<file path="src/rtl/rstseq_pkg.sv">
package rstseq_pkg;
    localparam int CAUSE_W   = 3;
    localparam int CAUSE_POR = 0;
    localparam int CAUSE_EXT = 1;
    localparam int CAUSE_WDT = 2;

    typedef logic [CAUSE_W-1:0] cause_t;

    localparam cause_t CAUSE_RST = cause_t'(1) << CAUSE_POR;
endpackage

</file>
<file path="src/rtl/rstseq_sync.sv">
module rstseq_sync #(
    parameter int   STAGES  = 2,
    parameter logic RST_VAL = 1'b1
) (
    input  logic clk_i,
    input  logic arst_i,
    input  logic d_i,
    output logic q_o
);
    typedef struct packed {
        logic [STAGES-1:0] stg;
    } sync_st_t;

    sync_st_t st_d, st_q;

    always_comb begin
        st_d     = st_q;
        st_d.stg = {st_q.stg[STAGES-2:0], d_i};
    end

    always_ff @(posedge clk_i or posedge arst_i) begin
        if (arst_i) st_q <= '{stg: {STAGES{RST_VAL}}};
        else        st_q <= st_d;
    end

    assign q_o = st_q.stg[STAGES-1];
endmodule

</file>
<file path="src/rtl/rstseq_wdt_pulse.sv">
module rstseq_wdt_pulse (
    input  logic clk_i,
    input  logic arst_i,
    input  logic strobe_i,
    output logic pulse_o
);
    typedef struct packed {
        logic prev;
        logic pulse;
    } wp_st_t;

    wp_st_t st_d, st_q;

    always_comb begin
        st_d       = st_q;
        st_d.prev  = strobe_i;
        st_d.pulse = strobe_i & ~st_q.prev;
    end

    always_ff @(posedge clk_i or posedge arst_i) begin
        if (arst_i) st_q <= '{prev: 1'b0, pulse: 1'b0};
        else        st_q <= st_d;
    end

    assign pulse_o = st_q.pulse;


    pulse_one_cycle_chk: assert property (@(posedge clk_i) disable iff (arst_i)
        pulse_o |=> !pulse_o);
endmodule

</file>
<file path="src/rtl/rstseq_delay.sv">
module rstseq_delay #(
    parameter int TOUT_CYC = 75
) (
    input  logic clk_i,
    input  logic arst_i,
    input  logic hold_i,
    output logic busy_o
);
    localparam int CNT_W = (TOUT_CYC > 2) ? $clog2(TOUT_CYC) : 1;
    localparam logic [CNT_W-1:0] CNT_LAST = CNT_W'(TOUT_CYC - 1);

    typedef struct packed {
        logic             run;
        logic [CNT_W-1:0] cnt;
    } dl_st_t;

    dl_st_t st_d, st_q;

    always_comb begin
        st_d = st_q;
        if (hold_i) begin
            st_d.run = 1'b1;
            st_d.cnt = '0;
        end else if (st_q.run) begin
            if (st_q.cnt == CNT_LAST) begin
                st_d.run = 1'b0;
                st_d.cnt = '0;
            end else begin
                st_d.cnt = st_q.cnt + 1'b1;
            end
        end
    end

    always_ff @(posedge clk_i or posedge arst_i) begin
        if (arst_i) st_q <= '{run: 1'b1, cnt: '0};
        else        st_q <= st_d;
    end

    assign busy_o = st_q.run;


    hold_restart_chk: assert property (@(posedge clk_i) disable iff (arst_i)
        hold_i |=> (busy_o && st_q.cnt == '0));


    timeout_release_chk: assert property (@(posedge clk_i) disable iff (arst_i)
        (!hold_i && busy_o && st_q.cnt == CNT_LAST) |=> !busy_o);


    idle_stays_chk: assert property (@(posedge clk_i) disable iff (arst_i)
        (!hold_i && !busy_o) |=> !busy_o);


    cnt_range_chk: assert property (@(posedge clk_i) disable iff (arst_i)
        int'(st_q.cnt) < TOUT_CYC);
endmodule

</file>
<file path="src/rtl/rstseq_cause.sv">
module rstseq_cause
    import rstseq_pkg::*;
(
    input  logic   clk_i,
    input  logic   arst_i,
    input  cause_t set_i,
    input  cause_t clr_i,
    output cause_t cause_o
);
    typedef struct packed {
        cause_t flags;
    } cs_st_t;

    cs_st_t st_d, st_q;

    always_comb begin
        st_d = st_q;
        for (int i = 0; i < CAUSE_W; i++) begin
            if (set_i[i])      st_d.flags[i] = 1'b1;
            else if (clr_i[i]) st_d.flags[i] = 1'b0;
        end
    end

    always_ff @(posedge clk_i or posedge arst_i) begin
        if (arst_i) st_q <= '{flags: CAUSE_RST};
        else        st_q <= st_d;
    end

    assign cause_o = st_q.flags;


    cause_set_chk: assert property (@(posedge clk_i) disable iff (arst_i)
        (set_i != '0) |=> ((cause_o & $past(set_i)) == $past(set_i)));


    cause_clear_chk: assert property (@(posedge clk_i) disable iff (arst_i)
        ((clr_i & ~set_i) != '0) |=> ((cause_o & $past(clr_i & ~set_i)) == '0));
endmodule

</file>
<file path="src/rtl/reset_sequencer.sv">
module reset_sequencer
    import rstseq_pkg::*;
#(
    parameter int TOUT_CYC    = 75,
    parameter int SYNC_STAGES = 2
) (
    input  logic               clk_i,
    input  logic               por_i,
    input  logic               ext_rst_n_i,
    input  logic               wdt_tmo_i,
    input  logic [CAUSE_W-1:0] cause_clr_i,
    output logic               rst_o,
    output logic [CAUSE_W-1:0] cause_o
);
    logic   pin_s;
    logic   wdt_pulse;
    logic   hold;
    logic   busy;
    cause_t cause_set;

    rstseq_sync #(
        .STAGES  (SYNC_STAGES),
        .RST_VAL (1'b1)
    ) pin_sync_i (
        .clk_i  (clk_i),
        .arst_i (por_i),
        .d_i    (ext_rst_n_i),
        .q_o    (pin_s)
    );

    rstseq_wdt_pulse wdt_pulse_i (
        .clk_i    (clk_i),
        .arst_i   (por_i),
        .strobe_i (wdt_tmo_i),
        .pulse_o  (wdt_pulse)
    );

    always_comb begin
        hold                 = ~pin_s | wdt_pulse;
        cause_set            = '0;
        cause_set[CAUSE_EXT] = ~pin_s;
        cause_set[CAUSE_WDT] = wdt_pulse;
    end

    rstseq_delay #(
        .TOUT_CYC (TOUT_CYC)
    ) delay_i (
        .clk_i  (clk_i),
        .arst_i (por_i),
        .hold_i (hold),
        .busy_o (busy)
    );

    rstseq_cause cause_i (
        .clk_i   (clk_i),
        .arst_i  (por_i),
        .set_i   (cause_set),
        .clr_i   (cause_clr_i),
        .cause_o (cause_o)
    );

    assign rst_o = busy;


    wdt_reset_chk: assert property (@(posedge clk_i) disable iff (por_i)
        wdt_pulse |=> rst_o);


    pin_low_reset_chk: assert property (@(posedge clk_i) disable iff (por_i)
        !pin_s |=> (rst_o && cause_o[CAUSE_EXT]));
endmodule

</file>
<file path="config.mk">
export PLATFORM = sky130hd
export DESIGN_NAME = reset_sequencer
export DESIGN_NICKNAME = d
export VERILOG_FILES = /design/src/rtl/rstseq_pkg.sv /design/src/rtl/rstseq_sync.sv /design/src/rtl/rstseq_wdt_pulse.sv /design/src/rtl/rstseq_delay.sv /design/src/rtl/rstseq_cause.sv /design/src/rtl/reset_sequencer.sv
export SDC_FILE = /design/constraint.sdc
export NUM_CORES = 1
export LEC_CHECK = 0
export ABC_AREA = 1
export BUFFER_PORTS_ARGS = -buffer_cell sky130_fd_sc_hd__buf_2
export CAP_MARGIN = 0
export CORE_MARGIN = 1.5
export CORE_UTILIZATION = 48
export DETAILED_ROUTE_END_ITERATION = 7
export PLACE_DENSITY = 0.72
export REMOVE_ABC_BUFFERS = 1
export SKIP_CTS_REPAIR_TIMING = 1
export SLEW_MARGIN = 0
export SYNTH_ARGS = -nofsm -noshare
export SYNTH_HDL_FRONTEND = slang
export SYNTH_HIERARCHICAL = 1
export SYNTH_SLANG_ARGS = --single-unit
</file>
<file path="constraint.sdc">
create_clock -name clk_i -period 1.2 [get_ports clk_i]
set_input_delay 0.06 -clock clk_i [delete_from_list [all_inputs] [get_ports clk_i]]
set_output_delay 0.06 -clock clk_i [all_outputs]
set_load 0.03 [all_outputs]
</file>
=== Yosys cells after proc, flatten, opt, wreduce, memory -nomap -nowiden ===
Index checks and enable logic that the tools add are counted.

* Add/subtract/negate cells: 1
* Equal/unequal tests: 2
* Mux-type cells: 8
* Bitwise gates (word level): 4
* Reductions and logical operators: 2

{| class="wikitable"
|+ Operator list
! cell !! number
|-
| two-way mux 8 bit || 2
|-
| adder 7 x 1 -> 7 bit (second input constant) || 1
|-
| == test 7 bit (second input constant) || 1
|-
| two-way mux 7 bit || 1
|-
| two-way mux 1 bit || 5
|-
| nonzero test 2 bit || 2
|-
| inequality test 2 bit (second input constant) || 1
|-
| NOT 1 bit || 2
|-
| bitwise AND 1 bit || 1
|-
| OR 1 bit || 1
|}

* Register bits: 15

=== Logic depth before layout (Yosys ltp) ===
* Depth after elaboration: 4
* Gate-level depth with buffers: 9
* Mapped depth without buffers: 9

=== Cells and area by module ===
The synthesis kept the hierarchy.

{| class="wikitable"
|+ By module, submodules not included
! module !! instances !! cells an instance !! area each (um^2) !! seq. area each (um^2)
|-
| rstseq_delay || 1 || 61 || 484.2 || 201.4
|-
| rstseq_cause || 1 || 16 || 125.1 || 76.3
|-
| rstseq_wdt_pulse || 1 || 5 || 63.8 || 50.0
|-
| rstseq_sync || 1 || 3 || 56.3 || 52.6
|-
| reset_sequencer || 1 || 4 || 15.0 || 0.0
|}

=== Least setup slack after synthesis ===
Ideal clock, no wire load.

* Path kind: reg-to-reg
* Start point: register delay_i.st_q (netlist bit delay_i/busy_o)
* End point: register delay_i/st_q[5] (netlist bit)
* Arrival time: 1084 ps
* Path slack: -6 ps
* Stages on the path, launching flop included: 8
* Cell sequence: dfstp_2 > inv_1 > nand2_1 > nand2_2 > nor2_1 > nand2_1 > nand2_1 > nor2_1

* Cells in the longest elaborated chain, start to end: 1

{| class="wikitable"
|+ RTL lines
! item !! RTL line !! RTL
|-
| from (decl) || rstseq_delay.sv:17 || <nowiki>dl_st_t st_d, st_q;</nowiki>
|-
| from (signal assigned) || rstseq_delay.sv:35 || <nowiki>if (arst_i) st_q <= '{run: 1'b1, cnt: '0};</nowiki>
|-
| from (signal assigned) || rstseq_delay.sv:36 || <nowiki>else st_q <= st_d;</nowiki>
|-
| nonzero test 2 bit (no source line) || -- ||
|}

Every way passes these cells.
A chain may end at the register's enable or synchronous reset.

=== Worst setup path in the final report ===
* Start point: register delay_i/st_q[0] (netlist bit)
* End point: register delay_i/st_q[6] (netlist bit)

* Cells in the longest elaborated chain, start to end: 4
* Elaborated cells between the ends (all ways): 5

{| class="wikitable"
|+ RTL lines
! item !! RTL line !! RTL
|-
| adder 7 x 1 -> 7 bit / == test 7 bit (equally long branches) || rstseq_delay.sv:29, rstseq_delay.sv:25 ||
|-
| two-way mux 7 bit (*) || rstseq_delay.sv:25 || <nowiki>if (st_q.cnt == CNT_LAST) begin</nowiki>
|-
| two-way mux 8 bit (*) || rstseq_delay.sv:24 || <nowiki>end else if (st_q.run) begin</nowiki>
|-
| two-way mux 8 bit (*) || rstseq_delay.sv:21 || <nowiki>if (hold_i) begin</nowiki>
|}

Every way passes the cells marked *; elsewhere a longest branch is shown, timed or not. The select of a mux whose other input is x is not followed.

==> summary.md <==
- **final core utilization** 0.679
- **cell repeated most along the worst path** nand2_1
- **power consumption** 1.17 mW
- **max frequency** 822 MHz
- **area of the die** 1800 µm²
- **critical path startpoint** delay_i/st_q[0]
- **count of pins over their slew limit** 0
- **number of buffers inserted during clock tree synthesis** 3
- **synthesized cell area** 744 µm²
- **post-synthesis to final-layout area growth** 34.3%
- **I/O pin total** 11
- **critical path, cell by cell** inv_2 > ha_1 > nand2_1 > inv_2 > nand3_4 > nand2_2 > nor2_1 > nand2_1 > nand2_1
- **summed area of non-filler cells in the final layout** 1000 µm²
- **portion of the post-synthesis area used by sequential elements** 0.511
- **effective utilization at floorplan** 0.506
- **Die Wd** 42.4 µm
- **remaining global-route overflow** 0
- **R2R Setup Slk** -0.02 ns
- **r2r startpoint** delay_i/st_q[0]
- **PD cells** 1170 nW/µm²
- **clock skew** 0.00309 ns
- **worst-path fanout max** 3
- **post-CTS clock slew at the launch and capture registers of the worst setup and hold paths** 0.09 ns
- **hold slack final** -0.00842 ns
- **Hold Violations, Final** 2
- **post-layout net count** 125
- **CTS tree** yes
- **switching part of the total** 0.288
- **slowest stage cell on the critical path** dfrtp_1
- **maximum number of pins on one net before global-route repair** 10
- **leakage dissipation** 0.528 nW
- **result of the run** complete, but fails checks
- **total net switching power** 0.338 mW
- **Clk network pwr share** 0.242
- **standard-cell row count** 14
- **critical path arrival** 1.39 ns
- **#FFs+latches synth** 15
- **detailed-routing iteration count for the pre-antenna-repair pass** 4
- **commonest non-fill, non-tap cell in the layout** nand2_1
- **hold path start** cause_clr_i[1]
- **crit start category** flop
- **Max Cap Viol** 0
- **DR vias** 632
- **detail-routed via count per cell** 4.82
- **count of port buffers added during placement** 10
- **CTS H-Tree Depth** 1
- **initial antenna violation count** 0
- **per-cell routed wire length** 11.5 µm
- **area of placed instances** 852 µm²
- **Setup WS post-layout** -0.0159 ns
- **number of distinct library cells after synthesis** 21
- **die height** 42.4 µm
- **Final TNS setup** -0.0159 ns
- **Root Buffer Master** clkbuf_4
- **number of setup violations in the final report** 1
- **failing checks** hold timing, setup timing
- **estimated wirelength of the detail-placed design** 997 µm
- **proportion of power drawn by flip-flops and latches** 0.513
- **first-pass GRT wire length** 2470 µm
- **antenna cells** 0
- **worst setup path class** flop to flop
- **clock latency on the worst-skew pair** 0.28 ns
- **share of cells above drive strength 1** 0.426
- **Peak supply drop** 0.842 mV
- **area inside the core boundary** 1470 µm²
- **time the final worst path needs with I/O delays and setup** 1.22 ns
- **gate count after technology mapping** 89
- **number of global-route vias before repair** 594
- **worst-case clock buffer depth** 2
- **delay of the slowest cell on the worst path** 0.43 ns
- **endpoint type of the worst setup path** flop
- **number of design rule violations left after detail routing** 0
- **Logic pwr share** 0.245
- **violation count after the first detailed-route iteration** 9
- **class of the tightest hold or removal check** primary input to flop
- **Internal Pwr Total** 0.835 mW
- **total number of yosys warnings** 6
- **clock sink count** 15
- **final estimated routing congestion in global placement** 0.793
- **commonest cells after routing, fill and taps aside** 19 x nand2_1, 17 x inv_1, 11 x dfrtp_1, 9 x buf_2, 8 x buf_4
- **Worst Path Required** 1.38 ns
- **Post-Synthesis Mean Instance Area** 8.36 µm²
- **setup repair after global routing missed its margin** yes
- **total wire length after detailed routing** 1510 µm
- **antenna-violating nets left** 0
- **final clock period utilization by the worst path** 1.01
- **total global-route track usage** 0.189
critical path: cells and delay by family, from the launching register on:
family,cells,cell delay (ns)
AND/OR/NAND/NOR,6,0.40
flip-flops,1,0.43
buffers and inverters,2,0.14
adder cells (fa/ha/maj),1,0.14
synthesized netlist by cell type (all sizes together):
master   n  area [µm²]
inv     22        82.6
clkinv   1        3.75
o21ai    6        33.8
dfstp    4         105
conb     1        3.75
ha       2        25.0
o21bai   1        11.3
xor2     1        8.76
a21oi    1        5.00
nand3    5        45.0
xnor2    1        8.76
nor2     7        31.3
nand2   24        92.6
nand4    2        12.5
dfrtp   11         275
path summary, 6_finish.rpt:
check / endpoint / cells past startpoint
min in group asynchronous: wdt_pulse_i/pulse_o / 3
max in group asynchronous: delay_i/busy_o / 3
worst min register to register: pin_sync_i/st_q[1] / 0
worst min-delay path: cause_i/cause_o[1] / 4
worst max register to register: delay_i/st_q[6] / 9
worst max-delay path: delay_i/st_q[6] / 9
sequential cells by signal (all words and copies together), names as in the netlist:
signal	cells
delay_i/st_q	7
cause_i/cause_o	3
pin_sync_i/st_q	2
delay_i/busy_o	1
wdt_pulse_i/pulse_o	1
wdt_pulse_i/st_q	1
kinds of logic (layout without fill, tap and decap cells):
logic type	count (synthesis)	count (layout)	synth area share
adders and majority gates	2	2	0.0336
buffers and inverters	23	49	0.116
and+or+nand+nor	38	38	0.244
xor gates and xnor gates	2	2	0.0235
AOI/OAI and AO/OA	8	8	0.0672
DFF	15	15	0.511
other	1	1	0.00504
final cells by class:
| cell class | count | area [µm²] |
|---|---|---|
| fillers | 119 | 472 |
| flip-flops and latches | 15 | 380 |
| multi-input cells | 51 | 329 |
| repair buffers | 22 | 156 |
| inverters | 23 | 86.3 |
| clock buffers | 3 | 22.5 |
| well taps | 16 | 20.0 |
| clock inverters | 1 | 5.00 |
power groups by stage:
stage / sequential, mW / combinational (mW) / clock, mW
after floorplan: 0.620 / 0.0939 / 0
after global routing: 0.607 / 0.324 / 0.322
after global placement: 0.604 / 0.211 / 0
after detailed placement: 0.609 / 0.217 / 0
after CTS: 0.598 / 0.219 / 0.303
final: 0.601 / 0.287 / 0.284
through the flow:
step                      hold slack, ns  cells  worst slack, ns
final                           -0.00842    131          -0.0159
after global routing            0.000265    131          -0.0918
after CTS                         -0.381    124          -0.0697
after detailed placement         -0.0570    120          -0.0539
after global placement           -0.0597    120         -0.00788
after floorplan                   -0.199     89         -0.00563
layer usage:
metal	vias to the layer above	share of wire	GRT usage
met1	308	0.43	0.241
li1	316	-	-
met4	0	0.0079	0.113
met2	6	0.54	0.295
met5	-	0	0
met3	2	0.022	0.0388
Note: power is estimated with default switching activity, not from simulation.
